File: config.mk
export PLATFORM = sky130hd
export DESIGN_NAME = xfer_launch_ctl
export DESIGN_NICKNAME = d
export VERILOG_FILES = /design/src/rtl/xfer_launch_ctl.sv
export SDC_FILE = /design/constraint.sdc
export NUM_CORES = 1
export LEC_CHECK = 0
export BUFFER_PORTS_ARGS = -buffer_cell sky130_fd_sc_hd__buf_2
export CORE_UTILIZATION = 35
export DETAILED_ROUTE_END_ITERATION = 8
export GPL_TIMING_DRIVEN = 0
export HOLD_SLACK_MARGIN = 0.08
export PLACE_DENSITY = 0.66
export SLEW_MARGIN = 20
export SYNTH_ARGS = -nofsm -noshare
export SYNTH_HDL_FRONTEND = slang
export SYNTH_SLANG_ARGS = --single-unit
File: constraint.sdc
create_clock -name clk -period 1.85 [get_ports clk]
set_input_delay 0.37 -clock clk [delete_from_list [all_inputs] [get_ports clk]]
set_output_delay 0.37 -clock clk [all_outputs]
set_load 0.02 [all_outputs]
File: src/rtl/xfer_launch_ctl.sv
module xfer_launch_ctl #(
  parameter int DW         = 16,
  parameter int NCS        = 6,
  parameter int AW         = 3,
  parameter int SLAVE_ATTR = 1
) (
  input  logic           clk,
  input  logic           rst_n,
  input  logic           master_en,
  input  logic           cfg_combined,
  input  logic           chg_en,
  input  logic           trig_en,
  input  logic           hold_cs_en,
  input  logic [AW-1:0]  attr_sel,
  input  logic [NCS-1:0] cs_pattern,
  input  logic [DW-1:0]  par_data,
  input  logic           ext_trig,
  input  logic           eng_busy,
  input  logic           eng_done,
  output logic           start_o,
  output logic [DW-1:0]  tx_word_o,
  output logic [AW-1:0]  attr_idx_o,
  output logic [NCS-1:0] cs_n_o
);
  localparam logic [NCS-1:0] CS_IDLE = '1;

  logic          trig_s1, trig_s2, trig_s3;
  logic          pend_q, in_xfer_q, start_q;
  logic [DW-1:0] cmp_q;
  logic [NCS-1:0] cs_q;

  wire trig_rise = trig_s2 & ~trig_s3;
  wire trig_req  = master_en & trig_en & ~cfg_combined & trig_rise;
  wire chg_req   = master_en & chg_en & (par_data != cmp_q);
  wire eng_free  = ~eng_busy & ~in_xfer_q;
  wire launch    = master_en & eng_free & (trig_req | chg_req | pend_q);

  always_ff @(posedge clk or negedge rst_n)
    if (!rst_n) {trig_s1, trig_s2, trig_s3} <= '0;
    else        {trig_s1, trig_s2, trig_s3} <= {ext_trig, trig_s1, trig_s2};

  always_ff @(posedge clk or negedge rst_n)
    if (!rst_n)                   pend_q <= 1'b0;
    else if (!master_en || launch) pend_q <= 1'b0;
    else if (trig_req || chg_req)  pend_q <= 1'b1;

  always_ff @(posedge clk or negedge rst_n)
    if (!rst_n)        in_xfer_q <= 1'b0;
    else if (launch)   in_xfer_q <= 1'b1;
    else if (eng_done) in_xfer_q <= 1'b0;

  always_ff @(posedge clk or negedge rst_n)
    if (!rst_n) begin
      start_q <= 1'b0;
      cmp_q   <= '0;
    end else begin
      start_q <= launch;
      if (launch) cmp_q <= par_data;
    end

  always_ff @(posedge clk or negedge rst_n)
    if (!rst_n)                                   cs_q <= CS_IDLE;
    else if (!master_en)                          cs_q <= CS_IDLE;
    else if (launch)                              cs_q <= ~cs_pattern;
    else if (eng_done && in_xfer_q && !hold_cs_en) cs_q <= CS_IDLE;

  assign start_o    = start_q;
  assign tx_word_o  = cmp_q;
  assign cs_n_o     = cs_q;
  assign attr_idx_o = master_en ? attr_sel : AW'(SLAVE_ATTR);


  busy_blocks_start_chk: assert property (@(posedge clk) disable iff (!rst_n)
    eng_busy |=> !start_o);


  single_pulse_chk: assert property (@(posedge clk) disable iff (!rst_n)
    start_o |=> !start_o);


  word_latched_chk: assert property (@(posedge clk) disable iff (!rst_n)
    start_o |-> tx_word_o == $past(par_data));


  master_only_start_chk: assert property (@(posedge clk) disable iff (!rst_n)
    start_o |-> $past(master_en));


  slave_cs_idle_chk: assert property (@(posedge clk) disable iff (!rst_n)
    !master_en |=> cs_n_o == CS_IDLE);


  cs_release_chk: assert property (@(posedge clk) disable iff (!rst_n)
    (eng_done && in_xfer_q && !hold_cs_en) |=> cs_n_o == CS_IDLE);
endmodule

==> results of run 1 <==
-- power groups by stage --
stage          sequential, mW  clock, mW  combinational, mW
6_report                0.859      0.253              0.717
5_1_grt                 0.880      0.293              0.768
4_1_cts                 0.862      0.266              0.710
3_5_place_dp            0.872          0              0.605
3_3_place_gp            0.861          0              0.594
2_1_floorplan            1.02          0              0.236
-- routing by layer --
| layer | GRT usage | vias to the layer above | part of all wire |
|---|---|---|---|
| li1 | - | 480 | - |
| met1 | 0.187 | 464 | 0.43 |
| met2 | 0.249 | 32 | 0.51 |
| met3 | 0.0239 | 2 | 0.054 |
| met4 | 0.0610 | 0 | 0.0057 |
| met5 | 0 | - | 0 |
-- cell type report --
class / instances / area [um^2]
Fill cell: 317 / 1570
Sequential cell: 28 / 723
Multi-Input combinational cell: 64 / 592
Timing Repair Buffer: 72 / 415
Tap cell: 46 / 57.6
Clock buffer: 4 / 26.3
Buffer: 2 / 22.5
Inverter: 2 / 7.51
-- state kept, by name, summed over array words and instances, names as in the netlist --
register / cells
trig_s1: 1
pend_q: 1
tx_word_o: 16
in_xfer_q: 1
cs_n_o: 6
trig_s2: 1
trig_s3: 1
start_o: 1
-- repair_timing --
item	in CTS	in global routing
resized for setup	19	1
pin swaps	3	3
setup endpoints to repair	24	24
buffers inserted	8	2
hold buffers	1	0
gates cloned	1	0
endpoints found under the hold margin	22	0
-- synth_stat cells (all sizes together) (3+ instances only) --
| cell type | count |
|---|---|
| dfrtp | 22 |
| mux2 | 16 |
| xor2 | 16 |
| nor2 | 9 |
| dfstp | 6 |
| mux2i | 6 |
| nor4 | 4 |
| nand2 | 3 |
| o21ai | 3 |
-- per-stage QoR --
stage / area (um^2) / TNS (ns) / utilization / cells / hold slack (ns)
final: 1840 / -3.64 / 0.540 / 218 / 0.149
after global routing: 1840 / -6.13 / 0.540 / 218 / 0.112
after detailed placement: 1650 / -8.25 / 0.483 / 202 / 0.340
after global placement: 1650 / -8.01 / 0.483 / 202 / 0.337
after floorplan: 1290 / -0.876 / - / 96 / 0.0744
after CTS: 1830 / -4.74 / 0.534 / 216 / 0.134
-- worst max-delay path by stage --
stage	from	to	depth (start not counted)
floorplan	tx_word_o[5]	tx_word_o[0]	6
detailed placement	par_data[6]	tx_word_o[3]	7
global route	tx_word_o[6]	tx_word_o[2]	6
CTS	tx_word_o[6]	tx_word_o[15]	6
finish	tx_word_o[6]	tx_word_o[2]	6
global placement	par_data[6]	tx_word_o[1]	7
-- logic make-up (layout without fill, tap and decap cells) --
family          Yosys count  count (layout)
compound gates            6               6
xor+xnor                 16              16
buf+inv                   4              80
flops                    28              28
mux                      22              22
simple gates             20              20
==> reports/results.tsv, run 1 <==
stage	metric	value	unit
run_status	outcome	finished with violations	
run_status	failing checks	setup timing	
sta	Final Hold Fails	0	
routing	post-route DRC violation count	0	
setup_path	Worst Path Buf+Inv	1	
setup_path	worst-path fanout max	5	
yosys	Synth Area in Compound Gates	0.0443	
power	Switching Fraction	0.346	
power	Reg power frac	0.470	
setup_path	R2R cell count	6	
floorplan	Die Footprint	3870	um^2
sta	min Tclk post-route	2.04	ns
setup_path	Slowest-stage cell, CP	dfrtp_2	
routing	DR iter-0 viols	15	
min_path	hold_sp	ext_trig	
cts	CTS tree	yes	
cts	Clock transition at path regs	0.14	ns
routing	DR pass1 iterations	3	
setup_path	CP required	2.08	ns
sta	Final Cycle Share	1.10	
placed_design	pre-CTS setup slack	-0.444	ns
power	Gate power share	0.392	
final_layout	ANT cells	0	
yosys	top cell type's share of synthesized area	0.433	
final_layout	layout cells sized above 1	0.663	
setup_path	family with the most delay on the worst path	simple AND/OR/NAND/NOR gates	
yosys	Synth Instances	96	
min_path	hold endpoint	trig_s1	
placed_design	RD Place Congestion	0.652	
floorplan	row count	21	
yosys	syn nets	131	
setup_path	Reg-to-Reg End	tx_word_o[2]	
yosys	count of state elements after synthesis	28	
floorplan	core area	3420	um^2
yosys	Avg Inst Size Synth	13.2	um^2
power	PwrDens	991	nW/um^2
flow_run	maxcap violations	0	
setup_path	type of origin of the critical path	register	
floorplan	initial core utilization	0.372	
global_routing	GRT Residual Overflow	0	
yosys	Ys Warns	0	
power	Design Power	1.83	mW
power	Leak	0.930	nW
global_routing	number of global-route vias before repair	971	
routing	Vias	978	
yosys	largest family of logic cells by synthesized area	multiplexers	
setup_path	crit path DAT	2.27	ns
final_layout	most frequent cells in the layout	buf_2, xor2_1, dfrtp_2, mux2_4, dfrtp_1	
sta	Worst slew margin	0.551	
routing	Antenna Violating Nets Remaining	0	
global_routing	initial antenna violation count	0	
final_layout	final-stage net count	208	
sta	RSZ-0062 raised after global routing	yes	
sta	Final setup viols	23	
global_routing	largest net degree at the start of global routing	29	
routing	final WL	2610	um
setup_path	R2R Setup Slk	-0.19	ns
yosys	synthesized area	1270	um^2
cts	CTS max path bufs	2	
yosys	ys async rst share	1.00	
yosys	area leader, netlist	dfrtp_1	
final_layout	commonest non-fill, non-tap cell in the layout	buf_2	
sta	worst slew pin tran	0.666	ns
power	P_sw	0.633	mW
floorplan	Die Height	62.2	um
placed_design	Final HPWL DP	1870	um
yosys	Post-Synth XOR/XNOR Area	0.110	
setup_path	Setup CP Type	reg2reg	
global_routing	Total GRT Usage	0.147	
power	maximum VDD drop	0.548	mV
setup_path	CP endpoint kind	register	
cts	Num Clock Sinks	28	
placed_design	IO buf count	60	
routing	vias per cell	4.49	
min_path	HP Class	in2reg	
setup_path	critical path, cell by cell	xor2_1, nor4_2, nand4_1, a41oi_4, buf_6, mux2_2	
floorplan	Chip Width	62.2	um
global_routing	first-pass GRT wire length	4470	um
setup_path	Crit path largest cell delay	0.44	ns
sta	post-route setup slack	-0.193	ns
cts	CTS buffer count	3	
yosys	simple-gate share of the synthesized area	0.0749	
cts	worst skew pair latency	0.32	ns
yosys	adder-cell share of the synthesized area	0	
power	internal power	1.19	mW
setup_path	Reg2Reg Launch Point	tx_word_o[6]	
yosys	top post-synthesis cells by area	dfrtp_1, mux2_2, dfstp_2, xor2_1, mux2i_1	
cts	H-Tree Depth	1	
sta	FMAX	490	MHz
min_path	Hold Crit Depth	1	
final_layout	Area growth syn-to-layout	45.2	%
sta	worst clock skew	0.00682	ns
sta	Slew Limit Fails	0	
yosys	register area share after synthesis	0.558	
yosys	Distinct cells, synth	18	
yosys	Main synth FF type	dfrtp_1	
routing	routed len/inst	12.0	um
floorplan	Ports	61	
yosys	number of synthesized flops with an enable pin	0	
yosys	mux cell area share after synthesis	0.189	
power	Clock Power Share	0.138	
cts	clk root buf	clkbuf_4	
Power figures use the tool's default switching activity.
==> inputs of run 2 (changes only) <==
--- a/config.mk
+++ b/config.mk
@@ -5,12 +5,15 @@
 export SDC_FILE = /design/constraint.sdc
 export NUM_CORES = 1
 export LEC_CHECK = 0
+export ABC_AREA = 1
 export BUFFER_PORTS_ARGS = -buffer_cell sky130_fd_sc_hd__buf_2
+export CELL_PAD_IN_SITES_DETAIL_PLACEMENT = 1
+export CELL_PAD_IN_SITES_GLOBAL_PLACEMENT = 1
 export CORE_UTILIZATION = 35
 export DETAILED_ROUTE_END_ITERATION = 8
 export GPL_TIMING_DRIVEN = 0
 export HOLD_SLACK_MARGIN = 0.08
-export PLACE_DENSITY = 0.66
+export PLACE_DENSITY_LB_ADDON = 0.1
 export SLEW_MARGIN = 20
 export SYNTH_ARGS = -nofsm -noshare
 export SYNTH_HDL_FRONTEND = slang
==> constraint.sdc (replaced) <==
create_clock -name clk -period 2.45 [get_ports clk]
set_input_delay 0.49 -clock clk [delete_from_list [all_inputs] [get_ports clk]]
set_output_delay 0.49 -clock clk [all_outputs]
set_load 0.02 [all_outputs]
==> run 2 against run 1 <==
The flow now finishes without violations. Critical path depth is 1 lower. Non-clock buffer count is 9 lower. Utilization is 6.8 points lower. Total power is 23% lower. Flip-flop and latch count stayed put. Via count is 50% higher. Clock skew is 0.0041 ns lower. Clock power is 15% higher. Cell count is 46% higher. Register-to-register slack better by 1.0 ns. Routed wire length is 45% higher. Highest routed layer unchanged.
==> reports/results.tsv, run 2 <==
stage	metric	value	unit	change
setup_path	Reg-to-Reg End	tx_word_o[15]		was tx_word_o[2]
final_layout	most frequent cells in the layout	nand2_1, buf_2, inv_1, dfrtp_1, o21ai_0		was buf_2, xor2_1, dfrtp_2, mux2_4, dfrtp_1
final_layout	design area	1900	um^2	was 1840 um^2
cts	Hold-fix buffers, CTS	0		was 1
run_status	outcome	complete, no violations		was finished with violations
setup_path	crit path DAT	1.31	ns	was 2.27 ns
power	Leak	1.15	nW	was 0.930 nW
routing	vias per cell	4.59		was 4.49
yosys	Synth Instances	205		was 96
final_layout	register area	708	um^2	was 723 um^2
cts	H-Tree Depth	1		unchanged
cts	worst skew pair latency	0.27	ns	was 0.32 ns
power	PwrDens	740	nW/um^2	was 991 nW/um^2
sta	worst slew pin tran	0.629	ns	was 0.666 ns
sta	min Tclk post-route	1.80	ns	
sta	Final Cycle Share	0.736		
placed_design	Final HPWL DP	2940	um	was 1870 um
flow_run	maxcap violations	0		unchanged
yosys	number of synthesized flops with an enable pin	0		unchanged
cts	CTS buffer count	3		unchanged
setup_path	CP required	1.96	ns	was 2.08 ns
floorplan	Chip Width	67.1	um	was 62.2 um
final_layout	Multi-input gate area	592	um^2	unchanged
power	internal power	0.876	mW	was 1.19 mW
yosys	top post-synthesis cells by area	dfrtp_1, nand2_1, dfstp_2, inv_1, o21ai_0		was dfrtp_1, mux2_2, dfstp_2, xor2_1, mux2i_1
yosys	synthesized area	1480	um^2	was 1270 um^2
setup_path	Setup CP Type	in2out		was reg2reg
yosys	Ys Warns	0		unchanged
global_routing	GRT Residual Overflow	0		unchanged
floorplan	Ports	61		unchanged
power	maximum VDD drop	0.250	mV	was 0.548 mV
final_layout	Area growth syn-to-layout	28.2	%	was 45.2%
cts	Num Clock Sinks	28		unchanged
power	Switching Fraction	0.377		was 0.346
global_routing	Total GRT Usage	0.186		was 0.147
setup_path	crit path to	attr_idx_o[1]		was tx_word_o[2]
sta	FMAX	555	MHz	
setup_path	R2R cell count	12		was 6
setup_path	worst-path fanout max	10		was 5
setup_path	R2R Setup Slk	0.81	ns	was -0.19 ns
final_layout	ANT cells	0		unchanged
yosys	syn nets	240		was 131
final_layout	Finished Layout Cells	319		was 218
power	Clock Power Share	0.207		was 0.138
final_layout	commonest non-fill, non-tap cell in the layout	nand2_1		was buf_2
sta	Final setup viols	0		was 23
placed_design	IO buf count	60		unchanged
cts	PostCTS Resize Cnt	0		was 19
yosys	top post-synthesis cells by count	nand2_1, inv_1, dfrtp_1		was dfrtp_1, xor2_1, mux2_2
global_routing	first-pass GRT wire length	6330	um	was 4470 um
global_routing	largest net degree at the start of global routing	29		unchanged
floorplan	initial core utilization	0.368		was 0.372
placed_design	placed cell count	315		was 202
final_layout	max reg flops	16		unchanged
routing	routed len/inst	11.8	um	was 12.0 um
routing	final WL	3780	um	was 2610 um
power	Reg power frac	0.455		was 0.470
routing	DR pass1 iterations	4		was 3
final_layout	Util after Layout	0.471		was 0.540
routing	Vias	1465		was 978
cts	CTS tree	yes		unchanged
sta	Slew Limit Fails	0		unchanged
global_routing	number of global-route vias before repair	1407		was 971
final_layout	layout cells sized above 1	0.294		was 0.663
routing	Antenna Violating Nets Remaining	0		unchanged
final_layout	final-stage net count	305		was 208
yosys	register area share after synthesis	0.478		was 0.558
min_path	HP Class	in2async		was in2reg
sta	Final Hold Fails	0		unchanged
yosys	Main synth FF type	dfrtp_1		unchanged
cts	CTS max path bufs	2		unchanged
floorplan	core area	4030	um^2	was 3420 um^2
power	P_sw	0.529	mW	was 0.633 mW
power	Gate power share	0.338		was 0.392
setup_path	CP endpoint kind	output port		was register
routing	post-route DRC violation count	0		unchanged
setup_path	type of origin of the critical path	input port		was register
placed_design	placed cell area	1840	um^2	was 1650 um^2
routing	DR iter-0 viols	43		was 15
floorplan	row count	23		was 21
yosys	count of state elements after synthesis	28		unchanged
sta	TNS Setup	0	ns	was -3.64 ns
setup_path	crit path from	master_en		was tx_word_o[6]
yosys	Avg Inst Size Synth	7.23	um^2	was 13.2 um^2
yosys	top cell type's share of synthesized area	0.372		was 0.433
sta	worst clock skew	0.00276	ns	was 0.00682 ns
cts	Clock transition at path regs	0.09	ns	was 0.14 ns
yosys	Distinct cells, synth	18		unchanged
final_layout	fill count	554		was 317
floorplan	Die Footprint	4500	um^2	was 3870 um^2
yosys	top-count cell post-synth	nand2_1		was dfrtp_1
cts	clk root buf	clkbuf_8		was clkbuf_4
setup_path	Reg2Reg Launch Point	tx_word_o[2]		was tx_word_o[6]
floorplan	Die Height	67.1	um	was 62.2 um
cts	setup bufs post-CTS	0		was 8
yosys	area leader, netlist	dfrtp_1		unchanged
sta	RSZ-0062 raised after global routing	no		was yes
placed_design	RD Place Congestion	0.658		was 0.652
yosys	ys async rst share	1.00		unchanged
sta	Min Hold Slack	0.221	ns	was 0.149 ns
sta	Worst slew margin	0.581		was 0.551
global_routing	initial antenna violation count	0		unchanged
==> run 2: changes by cell type after synthesis, moves of 4 or more <==
cell / previous run / this run
nand2_1: 3 / 85
inv_1: 2 / 39
o21ai_0: 3 / 17
nand4_1: 1 / 6
nor4_1: 4 / 0
xor2_1: 16 / 0
mux2i_1: 6 / 0
nand3_1: 0 / 7
mux2_2: 15 / 0
==> run 2: critical path, cell delays in order <==
cell      delay [ns]
buf_2           0.14
clkbuf_1        0.37
nand2_1         0.09
inv_1           0.06
buf_2           0.15
==> run 2: worst min-delay path by stage <==
stage / startpoint / end / slack, ns
after floorplan: rst_n / in_xfer_q / 0.19
after global placement: trig_s1 / trig_s2 / 0.33
after detailed placement: trig_s1 / trig_s2 / 0.34
after CTS: rst_n / tx_word_o[15] / 0.24
after global routing: rst_n / tx_word_o[13] / 0.27
final: rst_n / tx_word_o[15] / 0.22
==> run 2: area by class of cell <==
class,instances,share of cell area
buffer,5,0.0184
clock buffer,4,0.0290
inverter,39,0.0771
multi-input combinational,133,0.312
sequential,28,0.373
tap,50,0.0329
timing repair buffer,60,0.158
==> run 2: cells by family after synthesis <==
family | count (synthesis) | share of synthesized area
compound gates | 18 | 0.0633
buf+inv | 44 | 0.122
simple gates | 115 | 0.336
flops | 28 | 0.478
==> run 2: metal layers <==
layer	part of all wire	global-route usage	wire length [um]	up-vias
met5	0	0	0	-
met4	0.011	0.0559	41	0
met3	0.037	0.0257	140	4
met2	0.49	0.314	1830	33
met1	0.47	0.241	1760	686
li1	-	-	-	742
==> run 2: stage by stage <==
stage / power [mW] / setup WS, ns
finish: 1.40 / 0.647
global route: 1.51 / 0.517
CTS: 1.43 / 0.630
detailed placement: 1.13 / 0.586
global placement: 1.11 / 0.625
floorplan: 0.944 / 0.962
==> run 2: power by group through the flow <==
stage | clock (mW) | combinational, mW | sequential (mW)
finish | 0.290 | 0.475 | 0.640
floorplan | 0 | 0.202 | 0.741
global route | 0.314 | 0.544 | 0.655
detailed placement | 0 | 0.484 | 0.650
CTS | 0.301 | 0.486 | 0.642
global placement | 0 | 0.467 | 0.645
==> inputs of run 3 (changes only) <==
--- a/config.mk
+++ b/config.mk
@@ -5,11 +5,11 @@
 export SDC_FILE = /design/constraint.sdc
 export NUM_CORES = 1
 export LEC_CHECK = 0
-export ABC_AREA = 1
+export ABC_AREA = 0
 export BUFFER_PORTS_ARGS = -buffer_cell sky130_fd_sc_hd__buf_2
 export CELL_PAD_IN_SITES_DETAIL_PLACEMENT = 1
 export CELL_PAD_IN_SITES_GLOBAL_PLACEMENT = 1
-export CORE_UTILIZATION = 35
+export CORE_UTILIZATION = 34
 export DETAILED_ROUTE_END_ITERATION = 8
 export GPL_TIMING_DRIVEN = 0
 export HOLD_SLACK_MARGIN = 0.08
==> constraint.sdc (replaced) <==
create_clock -name clk -period 1.8 [get_ports clk]
set_input_delay 0.36 -clock clk [delete_from_list [all_inputs] [get_ports clk]]
set_output_delay 0.36 -clock clk [all_outputs]
set_load 0.02 [all_outputs]
==> run 3 against run 2 <==
The run now ends with setup timing left. Critical path depth grew 2. Clock power grew 71%. Die area shrank 11%. Clock skew grew 0.0017 ns. Combinational power grew 48%. Setup slack lost 0.84 ns. Hold slack lost 0.13 ns. Final area shrank 1.8%. Sequential share of layout area grew 1.5 points. Critical endpoint is now tx_word_o[13]. Largest cell class unchanged. Highest routed layer unchanged.
==> reports/results.tsv, run 3 (synthesis results as in run 1) <==
stage	metric	value	unit	change
sta	post-route setup slack	-0.196	ns	was 0.647 ns
setup_path	worst-path fanout max	4		was 10
sta	min Tclk post-route	2.00	ns	
run_status	failing checks	setup timing		
floorplan	Die Height	63.1	um	was 67.1 um
sta	TNS Setup	-3.72	ns	was 0 ns
setup_path	crit path DAT	2.16	ns	was 1.31 ns
placed_design	pre-CTS setup slack	-0.505	ns	was 0.586 ns
routing	final WL	2950	um	was 3780 um
routing	DR pass1 iterations	2		was 4
routing	routed len/inst	13.5	um	was 11.8 um
placed_design	placed cell area	1650	um^2	was 1840 um^2
floorplan	core area	3470	um^2	was 4030 um^2
cts	CTS max path bufs	2		unchanged
routing	post-route DRC violation count	0		unchanged
final_layout	Area growth syn-to-layout	46.9	%	was 28.2%
floorplan	row count	21		was 23
floorplan	Ports	61		unchanged
placed_design	RD Place Congestion	0.734		was 0.658
flow_run	maxcap violations	0		unchanged
routing	Vias	1019		was 1465
cts	Hold-fix buffers, CTS	0		unchanged
placed_design	IO buf count	60		unchanged
power	Leak	0.919	nW	was 1.15 nW
setup_path	CP endpoint kind	register		was output port
global_routing	first-pass GRT wire length	5040	um	was 6330 um
floorplan	Chip Width	63.1	um	was 67.1 um
global_routing	initial antenna violation count	0		unchanged
sta	Final Hold Fails	0		unchanged
routing	Antenna Violating Nets Remaining	0		unchanged
final_layout	Util after Layout	0.538		was 0.471
floorplan	Die Footprint	3980	um^2	was 4500 um^2
power	PwrDens	1120	nW/um^2	was 740 nW/um^2
sta	worst slew pin tran	0.712	ns	was 0.629 ns
sta	Final setup viols	24		was 0
final_layout	max reg flops	16		unchanged
sta	FMAX	501	MHz	
cts	Num Clock Sinks	28		unchanged
final_layout	layout cells sized above 1	0.680		was 0.294
routing	vias per cell	4.67		was 4.59
setup_path	type of origin of the critical path	register		was input port
sta	worst clock skew	0.00444	ns	was 0.00276 ns
global_routing	GRT Residual Overflow	0		unchanged
routing	DR iter-0 viols	11		was 43
cts	CTS buffer count	3		unchanged
setup_path	Setup CP Type	reg2reg		was in2out
cts	CTS tree	yes		unchanged
sta	Slew Limit Fails	0		unchanged
cts	H-Tree Depth	1		unchanged
sta	Min Hold Slack	0.0926	ns	was 0.221 ns
global_routing	Total GRT Usage	0.164		was 0.186
sta	Worst slew margin	0.520		was 0.581
sta	RSZ-0062 raised after global routing	yes		was no
power	maximum VDD drop	0.457	mV	was 0.250 mV
final_layout	most frequent cells in the layout	buf_2, xor2_1, dfrtp_2, mux2_2, dfrtp_1		was nand2_1, buf_2, inv_1, dfrtp_1, o21ai_0
final_layout	commonest non-fill, non-tap cell in the layout	buf_2		was nand2_1
sta	Final Cycle Share	1.11		
cts	clk root buf	clkbuf_8		unchanged
floorplan	initial core utilization	0.366		was 0.368
setup_path	CP required	1.97	ns	was 1.96 ns
final_layout	ANT cells	0		unchanged
final_layout	final-stage net count	208		was 305
setup_path	R2R Setup Slk	-0.20	ns	was 0.81 ns
cts	worst skew pair latency	0.27	ns	about the same
final_layout	design area	1870	um^2	was 1900 um^2
cts	Clock transition at path regs	0.10	ns	was 0.09 ns
global_routing	number of global-route vias before repair	1101		was 1407
min_path	HP Class	in2async		unchanged
run_status	outcome	finished with violations		was complete, no violations
global_routing	largest net degree at the start of global routing	29		unchanged
placed_design	Final HPWL DP	2140	um	was 2940 um
run 3: changes by cell type in the layout (fill, tap and decap cells not counted), sizes merged, moves of 2 or more:
cell / change
nand2: -85
inv: -37
mux2: +16
xor2: +16
o21ai: -14
buf: +10
nand3: -8
mux2i: +6
nand4: -5
nor4: +4
and2: +2
clkbuf: -2
nor2: -2
run 3: what timing repair did:
item                                    CTS  global route
endpoints found under the setup margin   24            24
pin swaps                                 2             2
resized for setup                         8             3
buffers inserted                          8             4
run 3: path summary, 6_finish.rpt:
check / from / end / depth (start not counted)
max: tx_word_o[6] / tx_word_o[13] / 7
min: rst_n / trig_s2 / 1
min reg2reg: trig_s1 / trig_s2 / 0
max in group asynchronous: rst_n / tx_word_o[8] / 1
min in group clk: ext_trig / trig_s1 / 1
max reg2reg: tx_word_o[6] / tx_word_o[13] / 7
run 3: final cells by class:
cell class                      instances  area (um^2)
Buffer                                  2         26.3
Clock buffer                            3         41.3
Clock inverter                          1         30.0
Multi-Input combinational cell         64          569
Fill cell                             389         1600
Tap cell                               46         57.6
Timing Repair Buffer                   72          410
Inverter                                2         7.51
Sequential cell                        28          723
run 3: worst max-delay path, cell delays in order, from the launching register on:
cell and delay [ns]:
dfrtp_2 0.42, xor2_1 0.15, nor4_2 0.31, nand4_1 0.21
a41oi_4 0.27, buf_4 0.16, buf_6 0.08, mux2_4 0.28
run 3: layer usage:
| metal | routed length (um) | track usage | part of all wire |
|---|---|---|---|
| met5 | 0 | 0 | 0 |
| met4 | 29 | 0.0698 | 0.0098 |
| met3 | 177 | 0.0344 | 0.060 |
| met2 | 1530 | 0.282 | 0.52 |
| met1 | 1210 | 0.197 | 0.41 |
run 3: per-stage QoR:
step	power, mW	std cells
5_1_grt	2.20	218
3_3_place_gp	1.50	202
2_1_floorplan	1.29	96
6_report	2.08	218
3_5_place_dp	1.53	202
4_1_cts	2.09	214
run 3: report_power, final:
part	internal [mW]	switching [mW]
clock network	0.298	0.197
logic	0.330	0.371
registers	0.781	0.104
